`config.mk`:
```
export PLATFORM = sky130hd
export DESIGN_NAME = rx_alarm_latch
export DESIGN_NICKNAME = d
export VERILOG_FILES = /design/src/rtl/rx_alarm_pkg.sv /design/src/rtl/rx_alarm_events.sv /design/src/rtl/rx_alarm_sticky.sv /design/src/rtl/rx_alarm_latch.sv
export SDC_FILE = /design/constraint.sdc
export NUM_CORES = 1
export LEC_CHECK = 0
export BUFFER_PORTS_ARGS = -buffer_cell sky130_fd_sc_hd__buf_2
export CORE_MARGIN = 1.5
export CORE_UTILIZATION = 30
export CTS_CLUSTER_SIZE = 24
export DETAILED_ROUTE_END_ITERATION = 6
export MAX_ROUTING_LAYER = met4
export PLACE_DENSITY = 0.53
export RECOVER_POWER = 50
export SETUP_SLACK_MARGIN = 0.3
export SLEW_MARGIN = 20
export SYNTH_ARGS = -nofsm -noshare
export SYNTH_HDL_FRONTEND = slang
export SYNTH_HIERARCHICAL = 1
export SYNTH_SLANG_ARGS = --single-unit
```
`constraint.sdc`:
```
create_clock -name clk -period 1.05 [get_ports clk]
set_input_delay 0.105 -clock clk [delete_from_list [all_inputs] [get_ports clk]]
set_output_delay 0.105 -clock clk [all_outputs]
set_load 0.02 [all_outputs]
```
`src/rtl/rx_alarm_pkg.sv`:
```
// Package: bit positions and register addresses shared by the alarm latch.
// Assumes an 8-bit status byte whose bit 7 is reserved.
package rx_alarm_pkg;
    localparam int STAT_W      = 8;
    localparam int LIVE_W      = STAT_W - 1;
    localparam int BIT_BUF     = 0;
    localparam int BIT_LOS_FR  = 1;
    localparam int BIT_LOS_CT  = 2;
    localparam int BIT_LOS_DS  = 3;
    localparam int BIT_COS     = 4;
    localparam int BIT_LBL_MIS = 5;
    localparam int BIT_LBL_CHG = 6;
    localparam int NUM_LOS     = 3;
    localparam logic ADDR_STATUS = 1'b0;
    localparam logic ADDR_ENABLE = 1'b1;
    // bits cleared by a status read: 6 down to 1
    localparam logic [LIVE_W-1:0] READ_CLR_MASK = {{(LIVE_W-1){1'b1}}, 1'b0};
endpackage

```
`src/rtl/rx_alarm_events.sv`:
```
// Module: turns raw lock levels and labels into one-cycle set requests.
// Holds the previous lock vector and previous label so that changes can be
// seen. Assumes all inputs are synchronous to clk.
module rx_alarm_events
    import rx_alarm_pkg::*;
#(
    parameter int LABEL_W = 8
) (
    input  logic               clk,
    input  logic               rst_n,
    input  logic [NUM_LOS-1:0] los_i,      // {descr, cont, frame}
    input  logic [LABEL_W-1:0] rx_label_i,
    input  logic [LABEL_W-1:0] exp_label_i,
    input  logic               buf_full_i,
    output logic [LIVE_W-1:0]  set_o
);
    logic [NUM_LOS-1:0] prev_los_q;
    logic [LABEL_W-1:0] prev_label_q;

    // Purpose: remember last cycle's lock vector and label.
    always_ff @(posedge clk) begin
        if (!rst_n) begin
            prev_los_q   <= '0;
            prev_label_q <= '0;
        end else begin
            prev_los_q   <= los_i;
            prev_label_q <= rx_label_i;
        end
    end

    // Purpose: form the set request for every live status bit.
    always_comb begin
        set_o              = '0;
        set_o[BIT_BUF]     = buf_full_i;
        set_o[BIT_LOS_FR]  = los_i[0];
        set_o[BIT_LOS_CT]  = los_i[1];
        set_o[BIT_LOS_DS]  = los_i[2];
        set_o[BIT_COS]     = (los_i != prev_los_q);
        set_o[BIT_LBL_MIS] = (rx_label_i != exp_label_i);
        set_o[BIT_LBL_CHG] = (rx_label_i != prev_label_q);
    end

    // a change-of-status request implies the lock vector really moved
    assert_cos_cause_R3: assert property (@(posedge clk) disable iff (!rst_n)
        set_o[BIT_COS] |=> (prev_los_q != $past(prev_los_q)));
endmodule

```
`src/rtl/rx_alarm_sticky.sv`:
```
// Module: bank of sticky flags. A set request always wins over a clear in
// the same cycle, so no event is dropped. Assumes set and clear are
// single-cycle qualified strobes.
module rx_alarm_sticky #(
    parameter int W = 7
) (
    input  logic         clk,
    input  logic         rst_n,
    input  logic [W-1:0] set_i,
    input  logic [W-1:0] clr_i,
    output logic [W-1:0] q_o
);
    for (genvar i = 0; i < W; i++) begin : g_flag
        logic flag_q;

        // Purpose: hold one flag; set has priority over clear.
        always_ff @(posedge clk) begin
            if (!rst_n)        flag_q <= 1'b0;
            else if (set_i[i]) flag_q <= 1'b1;
            else if (clr_i[i]) flag_q <= 1'b0;
        end

        assign q_o[i] = flag_q;

        // a set request is never lost, even against a clear
        assert_event_kept_R7: assert property (@(posedge clk) disable iff (!rst_n)
            set_i[i] |=> q_o[i]);
        // without a clear a set flag stays set
        assert_hold_R2: assert property (@(posedge clk) disable iff (!rst_n)
            (q_o[i] && !clr_i[i]) |=> q_o[i]);
    end
endmodule

```
`src/rtl/rx_alarm_latch.sv`:
```
// Module: top of the receive-port alarm latch. Combines event detection,
// sticky status, the processor read/write access, the enable byte and the
// masked interrupt. Assumes the processor does not read and write in the
// same cycle; if it does, both take effect.
module rx_alarm_latch
    import rx_alarm_pkg::*;
#(
    parameter int LABEL_W = 8
) (
    input  logic               clk,
    input  logic               rst_n,
    input  logic               los_descr_i,
    input  logic               los_cont_i,
    input  logic               los_frame_i,
    input  logic [LABEL_W-1:0] rx_label_i,
    input  logic [LABEL_W-1:0] exp_label_i,
    input  logic               buf_full_i,
    input  logic               rd_en_i,
    input  logic               wr_en_i,
    input  logic               addr_i,
    input  logic [STAT_W-1:0]  wdata_i,
    output logic [STAT_W-1:0]  rdata_o,
    output logic               irq_o
);
    logic [LIVE_W-1:0] set_w;
    logic [LIVE_W-1:0] clr_w;
    logic [LIVE_W-1:0] status_w;
    logic [STAT_W-1:0] en_q;
    logic [STAT_W-1:0] rdata_q;
    logic              rd_status_w;
    logic              wr_status_w;
    logic              wr_enable_w;

    assign rd_status_w = rd_en_i && (addr_i == ADDR_STATUS);
    assign wr_status_w = wr_en_i && (addr_i == ADDR_STATUS);
    assign wr_enable_w = wr_en_i && (addr_i == ADDR_ENABLE);

    rx_alarm_events #(.LABEL_W(LABEL_W)) u_events (
        .clk        (clk),
        .rst_n      (rst_n),
        .los_i      ({los_descr_i, los_cont_i, los_frame_i}),
        .rx_label_i (rx_label_i),
        .exp_label_i(exp_label_i),
        .buf_full_i (buf_full_i),
        .set_o      (set_w)
    );

    // Purpose: read clears bits 6..1; writing 0 to bit 0 clears the buffer flag.
    always_comb begin
        clr_w          = rd_status_w ? READ_CLR_MASK : '0;
        clr_w[BIT_BUF] = wr_status_w && !wdata_i[BIT_BUF];
    end

    rx_alarm_sticky #(.W(LIVE_W)) u_sticky (
        .clk  (clk),
        .rst_n(rst_n),
        .set_i(set_w),
        .clr_i(clr_w),
        .q_o  (status_w)
    );

    // Purpose: processor-written interrupt enable byte.
    always_ff @(posedge clk) begin
        if (!rst_n)           en_q <= '0;
        else if (wr_enable_w) en_q <= wdata_i;
    end

    // Purpose: capture the selected register for the processor.
    always_ff @(posedge clk) begin
        if (!rst_n)        rdata_q <= '0;
        else if (rd_en_i)  rdata_q <= (addr_i == ADDR_STATUS) ? {1'b0, status_w} : en_q;
    end

    assign rdata_o = rdata_q;
    assign irq_o   = |(status_w & en_q[LIVE_W-1:0]);

    // a status read with no new alarm event empties bits 6..1
    assert_read_clears_R6: assert property (@(posedge clk) disable iff (!rst_n)
        (rd_status_w && (set_w[LIVE_W-1:1] == '0)) |=> (status_w[LIVE_W-1:1] == '0));
    // a label mismatch is visible in the status after the edge
    assert_mismatch_R5: assert property (@(posedge clk) disable iff (!rst_n)
        (rx_label_i != exp_label_i) |=> status_w[BIT_LBL_MIS]);
    // an enable write lands in the enable byte
    assert_en_write_R9: assert property (@(posedge clk) disable iff (!rst_n)
        wr_enable_w |=> (en_q == $past(wdata_i)));
    // irq only rises after an alarm event or an enable write
    assert_irq_rise_R10: assert property (@(posedge clk) disable iff (!rst_n)
        $rose(irq_o) |-> $past((|set_w) || wr_enable_w));
    // the reserved status bit never reads as 1
    assert_reserved_R6: assert property (@(posedge clk) disable iff (!rst_n)
        $past(rd_status_w) |-> !rdata_o[STAT_W-1]);
endmodule

```
==> impl_metrics.ini, run 1 <==
[critical_path]
startpoint_type = flop
cp.required_ns = 0.94
worst-r2r-setup-slack_ns = -0.08
crit_type = reg2out
crit_path_start = en_q[1]
r2r-end = u_sticky/g_flag[6].flag_q
r2r_cells = 4
crit_path_end_kind = output pin
rr_startpoint = u_events/prev_label_q[5]
crit_arrival_ns = 1.30
path_max_fanout = 2

[placement]
place.gp.congestion = 0.744
io_buffers = 41
pre_cts_slack_ns = -0.0719
hpwl_mm = 2.25

[cts]
htree_levels = 2
cts_root_buf = clkbuf_8
path_clk_slew_ns = 0.07
tritoncts = done
clk-insertion-delay-late_ns = 0.28
cts.sinks = 34
cts_max_path_buffers = 2
cts_buffers = 5

[power_and_ir_drop]
p_sw_uw = 742
clkPwrFrac = 0.438
switching_share = 0.219
ir_worst_vdd_mv = 0.596
power_density_nw_per_um2 = 1570
combPwrFrac = 0.143
power.internal_uw = 2650
p_leak_uw = 0.000930
p_seq_frac = 0.419

[synth]
yosys.area_share.simple = 0.150
synth_top_family_by_area = compound AO/OA/AOI/OAI gates
synth.avg_cell_area_um2 = 9.90
ys_seq_area_frac = 0.441
ys_top_cells_by_count = dfxtp_1, xor2_1, o21a_1, buf_4, and2_1
synth_top_area_cell = dfxtp_1
synth_compound_area_frac = 0.178
synth-adder-area-share = 0
syn_area_um2 = 1540
syn_nets = 189
synth_flop_cell = dfxtp_1
synth.area.top_cells = dfxtp_1, xor2_1, o21a_1, buf_4, mux2i_1
ys_warn_count = 6
synth_cells = 156
synth.area.mux_share = 0.0454
synth_edf_count = 0
synthArstFlopShare = 0
ys_seq_elements = 34
synth_top_cell_area_share = 0.441
synthDistinctLibCells = 23
synth.most_common_cell = dfxtp_1
synth_xor_area_frac = 0.108

[sta]
hold_viol_final = 0
post-route-period-util = 1.34
rsz0062_at_grt = yes
worst_pin_slew_ns = 0.537
fin_ws_ns = -0.356
fin_skew_ns = 0.00629
fmax_mhz = 711
period_minus_slack_ns = 1.41
setup_violations = 2
slew_headroom = 0.642
slew_viol_final = 0

[die]
die_h_um = 74.7
start_util = 0.318
die_w_um = 74.7
std_cell_rows = 25
core_area_um2 = 4850
die-area_um2 = 5590
io_pins = 42

[grt]
grt_pass1_vias = 1074
overflow = 0
grt_pass1_wl_mm = 5.08
grt_usage = 0.128
grt_max_degree = 27
antenna_found_initial = 0

[drt]
wl_mm = 3.30
wl_per_cell_um = 12.5
dr.pass1.iters = 4
vias = 1182
drt_iter0_drc = 41
drc_errors = 0
antenna_left = 0
via_per_inst = 4.48

[job]
drv_cap = 0

[hold_path]
hold_start = buf_full_i
hold-path-cell-count = 2
min_path_type = in2reg
hold_path_end = u_sticky/g_flag[0].flag_q

[layout]
postLayoutCoreUtil = 0.445
drive_above_1_share = 0.497
antennaDiodeCount = 0
fin_nets = 229
syn2layout_area_growth_pct = 39.8

[outcome]
violations = setup timing
outcome = finished, violations left
## layout by cell type (no fill, tap or decap), drive strengths merged, types with 2 or more instances in the layout
cell type  Yosys  layout
nor4           4       4
dfxtp         34      34
nor2b          8       8
a21oi          7       7
xnor2          3       3
buf           16      47
o21ai          7       7
o21a          15      15
nand3          3       3
nand2          2       2
a21boi         9       9
bufinv         0       2
a22oi          2       2
and3           8       8
mux2i          7       7
xor2          16      16
and2          11      11
clkbuf         1       9
## power groups by stage
stage,Clock (uW),Sequential [uW],Combinational (uW)
after floorplan,0,1440,244
after global placement,0,1430,390
after detailed placement,0,1430,391
after CTS,1530,1410,428
after global routing,1590,1430,533
final,1490,1420,483
## logic make-up after synthesis
group,count (synthesis)
compound gates,41
simple gates,38
flops,34
xor+xnor,19
buf+inv,17
mux,7
## sequential cells by signal, summed over array words and instances (netlist names)
name,cells
en_q,8
rdata_o,8
u_events/prev_label_q,8
u_sticky/g_flag.flag_q,7
u_events/prev_los_q,3
## worst max-delay path, stage by stage, from the launching register on
cell and delay, ns:
dfxtp_2 0.33, a222oi_1 0.37, nand3_1 0.14, buf_2 0.19
## per-stage QoR
stage / total power [uW] / area (um2) / hold WS (ns) / cells / TNS, ns
global placement: 1820 / 1770 / 0.323 / 254 / -0.131
global route: 3550 / 2160 / 0.0180 / 264 / -0.598
detailed placement: 1820 / 1770 / 0.329 / 254 / -0.0892
floorplan: 1690 / 1550 / 0.222 / 156 / 0
CTS: 3370 / 2010 / 0.0236 / 262 / -0.421
finish: 3390 / 2160 / 0.0272 / 264 / -0.434
## repair_timing
item,CTS,global route
endpoints found under the setup margin,17,29
buffers inserted,0,2
gates resized for setup,37,41
hold buffers,0,0
pin swaps,6,19
## routing by layer
layer | vias to the layer above | global-route usage | part of all wire
met3 | 7 | 0.0361 | 0.047
met1 | 535 | 0.168 | 0.48
li1 | 605 | - | -
met5 | - | - | 0
met4 | 0 | 0.0606 | 0.017
met2 | 35 | 0.182 | 0.46
## worst max-delay path by stage
stage / end / slack [ns] / cells after the start
4_1_cts: irq_o / -0.33 / 3
5_1_grt: irq_o / -0.46 / 3
6_report: irq_o / -0.36 / 3
3_5_place_dp: u_sticky/g_flag[6].flag_q / -0.07 / 4
2_1_floorplan: irq_o / 0.02 / 3
3_3_place_gp: u_sticky/g_flag[6].flag_q / -0.09 / 4
## layout make-up
cell class,instances,area (um2)
fill,491,2690
multi-input combinational,105,845
sequential,34,708
timing repair buffer,50,379
tap,67,83.8
clock buffer,6,82.6
clock inverter,2,60.1
(Power assumes the default switching activity.)
==> run 2: changes to the inputs <==
--- a/config.mk
+++ b/config.mk
@@ -10,8 +10,7 @@
 export CORE_UTILIZATION = 30
 export CTS_CLUSTER_SIZE = 24
 export DETAILED_ROUTE_END_ITERATION = 6
-export MAX_ROUTING_LAYER = met4
-export PLACE_DENSITY = 0.53
+export PLACE_DENSITY = 0.63
 export RECOVER_POWER = 50
 export SETUP_SLACK_MARGIN = 0.3
 export SLEW_MARGIN = 20
==> run 2 against run 1 <==
Against the previous run:
- clock power fell by 20%
- cell count fell by 1.1%
- via count rose by 0.85%
- hold slack got worse by 0.015 ns
- sequential share of layout area rose by 1.1 points
- setup slack improved by 0.070 ns
- global-route usage rose by 0.18 points
- the flow still finishes with violations (setup timing)
- combinational power fell by 5.2%
- core utilization fell by 1.7 points
==> impl_metrics.ini, run 2 (synthesized netlist as in run 1, its figures left out) <==
[layout]
mostFrequentLayoutCell = buf_2
final_cell_mix = buf_2, dfxtp_2, o21a_1, xor2_1
drive_above_1_share = 0.464
multiInputGateArea_um2 = 840
antennaDiodeCount = 0
postLayoutCoreUtil = 0.429
fin_nets = 226
syn2layout_area_growth_pct = 34.6
ff_latch_area_um2 = 706
n_fill_cell = 492

[power_and_ir_drop]
ir_worst_vdd_mv = 0.650
p_leak_uw = 0.000894
power_density_nw_per_um2 = 1480
finalPower_uw = 3070

[drt]
wl_per_cell_um = 12.2
antenna_left = 0
dr.pass1.iters = 4
vias = 1192
wl_mm = 3.20
drt_iter0_drc = 76
drc_errors = 0
via_per_inst = 4.57

[critical_path]
startpoint_type = flop
crit_path_end_kind = output pin
cp.required_ns = 0.94
path_max_fanout = 2
crit_arrival_ns = 1.23
crit_type = reg2out

[sta]
period_minus_slack_ns = 1.34
slew_viol_final = 0
fin_ws_ns = -0.286
rsz0062_at_grt = yes
hold_viol_final = 0
slew_headroom = 0.506
post-route-period-util = 1.27
worst_pin_slew_ns = 0.741
fmax_mhz = 748
fin_skew_ns = 0.00866
setup_violations = 2

[placement]
place.gp.congestion = 0.730
hpwl_mm = 2.18
io_buffers = 41

[cts]
cts_max_path_buffers = 2
cts.sinks = 34
path_clk_slew_ns = 0.07
clk-insertion-delay-late_ns = 0.29
cts_root_buf = clkbuf_8
htree_levels = 2
tritoncts = done
cts_buffers = 5

[die]
std_cell_rows = 25
die_w_um = 74.7
die_h_um = 74.7
core_area_um2 = 4850
die-area_um2 = 5590
io_pins = 42
start_util = 0.318

[grt]
overflow = 0
antenna_found_initial = 0
grt_pass1_wl_mm = 5.31
grt_max_degree = 27
grt_usage = 0.130
grt_pass1_vias = 1138

[outcome]
outcome = finished, violations left
violations = setup timing

[hold_path]
min_path_type = in2reg

[job]
drv_cap = 0
## run 2: worst paths after layout
| path | to | slack (ns) | depth (start not counted) | from |
|---|---|---|---|---|
| worst max-delay path | irq_o | -0.29 | 3 | u_sticky/g_flag[1].flag_q |
| worst min-delay path | u_sticky/g_flag[0].flag_q | 0.01 | 2 | buf_full_i |
| worst max register to register | u_sticky/g_flag[6].flag_q | -0.06 | 4 | u_events/prev_label_q[5] |
| worst min register to register | rdata_o[7] | 0.48 | 2 | en_q[7] |
## run 2: timing repair
action                     in CTS  in global routing
hold buffers                    0                  0
resized for setup              41                 35
setup endpoints to repair      17                 29
pin swaps                      10                 14
setup buffers                   1                  0
## run 2: per-stage QoR
step	instance area, um2	hold slack (ns)	std cells	TNS, ns	setup slack, ns
floorplan	1550	0.222	156	0	0.0205
global placement	1770	0.324	252	-0.257	-0.164
detailed placement	1770	0.328	252	-0.193	-0.135
CTS	2000	0.0176	261	-0.385	-0.297
global route	2080	0.0112	261	-1.53	-0.350
finish	2080	0.0124	261	-0.345	-0.286
## run 2: power by group
group / leakage [uW] / total, uW / switching [uW] / internal [uW]
clock network: 0.0000514 / 1190 / 482 / 708
registers: 0.000288 / 1420 / 47.7 / 1370
logic: 0.000555 / 458 / 212 / 246
total: 0.000894 / 3070 / 742 / 2330
## run 2: final cells by class
type,count,share of cell area
clock buffers,6,0.0349
flip-flops and latches,34,0.340
clock inverters,2,0.0181
well taps,67,0.0403
repair buffers,47,0.163
multi-input cells,105,0.404
## run 2: per-layer routing
metal,global-route usage,up-vias,share of wire
li1,-,601,-
met1,0.167,557,0.47
met2,0.193,27,0.47
met4,0.0848,0,0.028
met5,0,-,0
met3,0.0321,7,0.034
## run 2: worst max-delay path: stages, from the launching register on
cell	delay [ns]
dfxtp_2	0.33
a222oi_1	0.32
nand3_1	0.12
buf_2	0.18
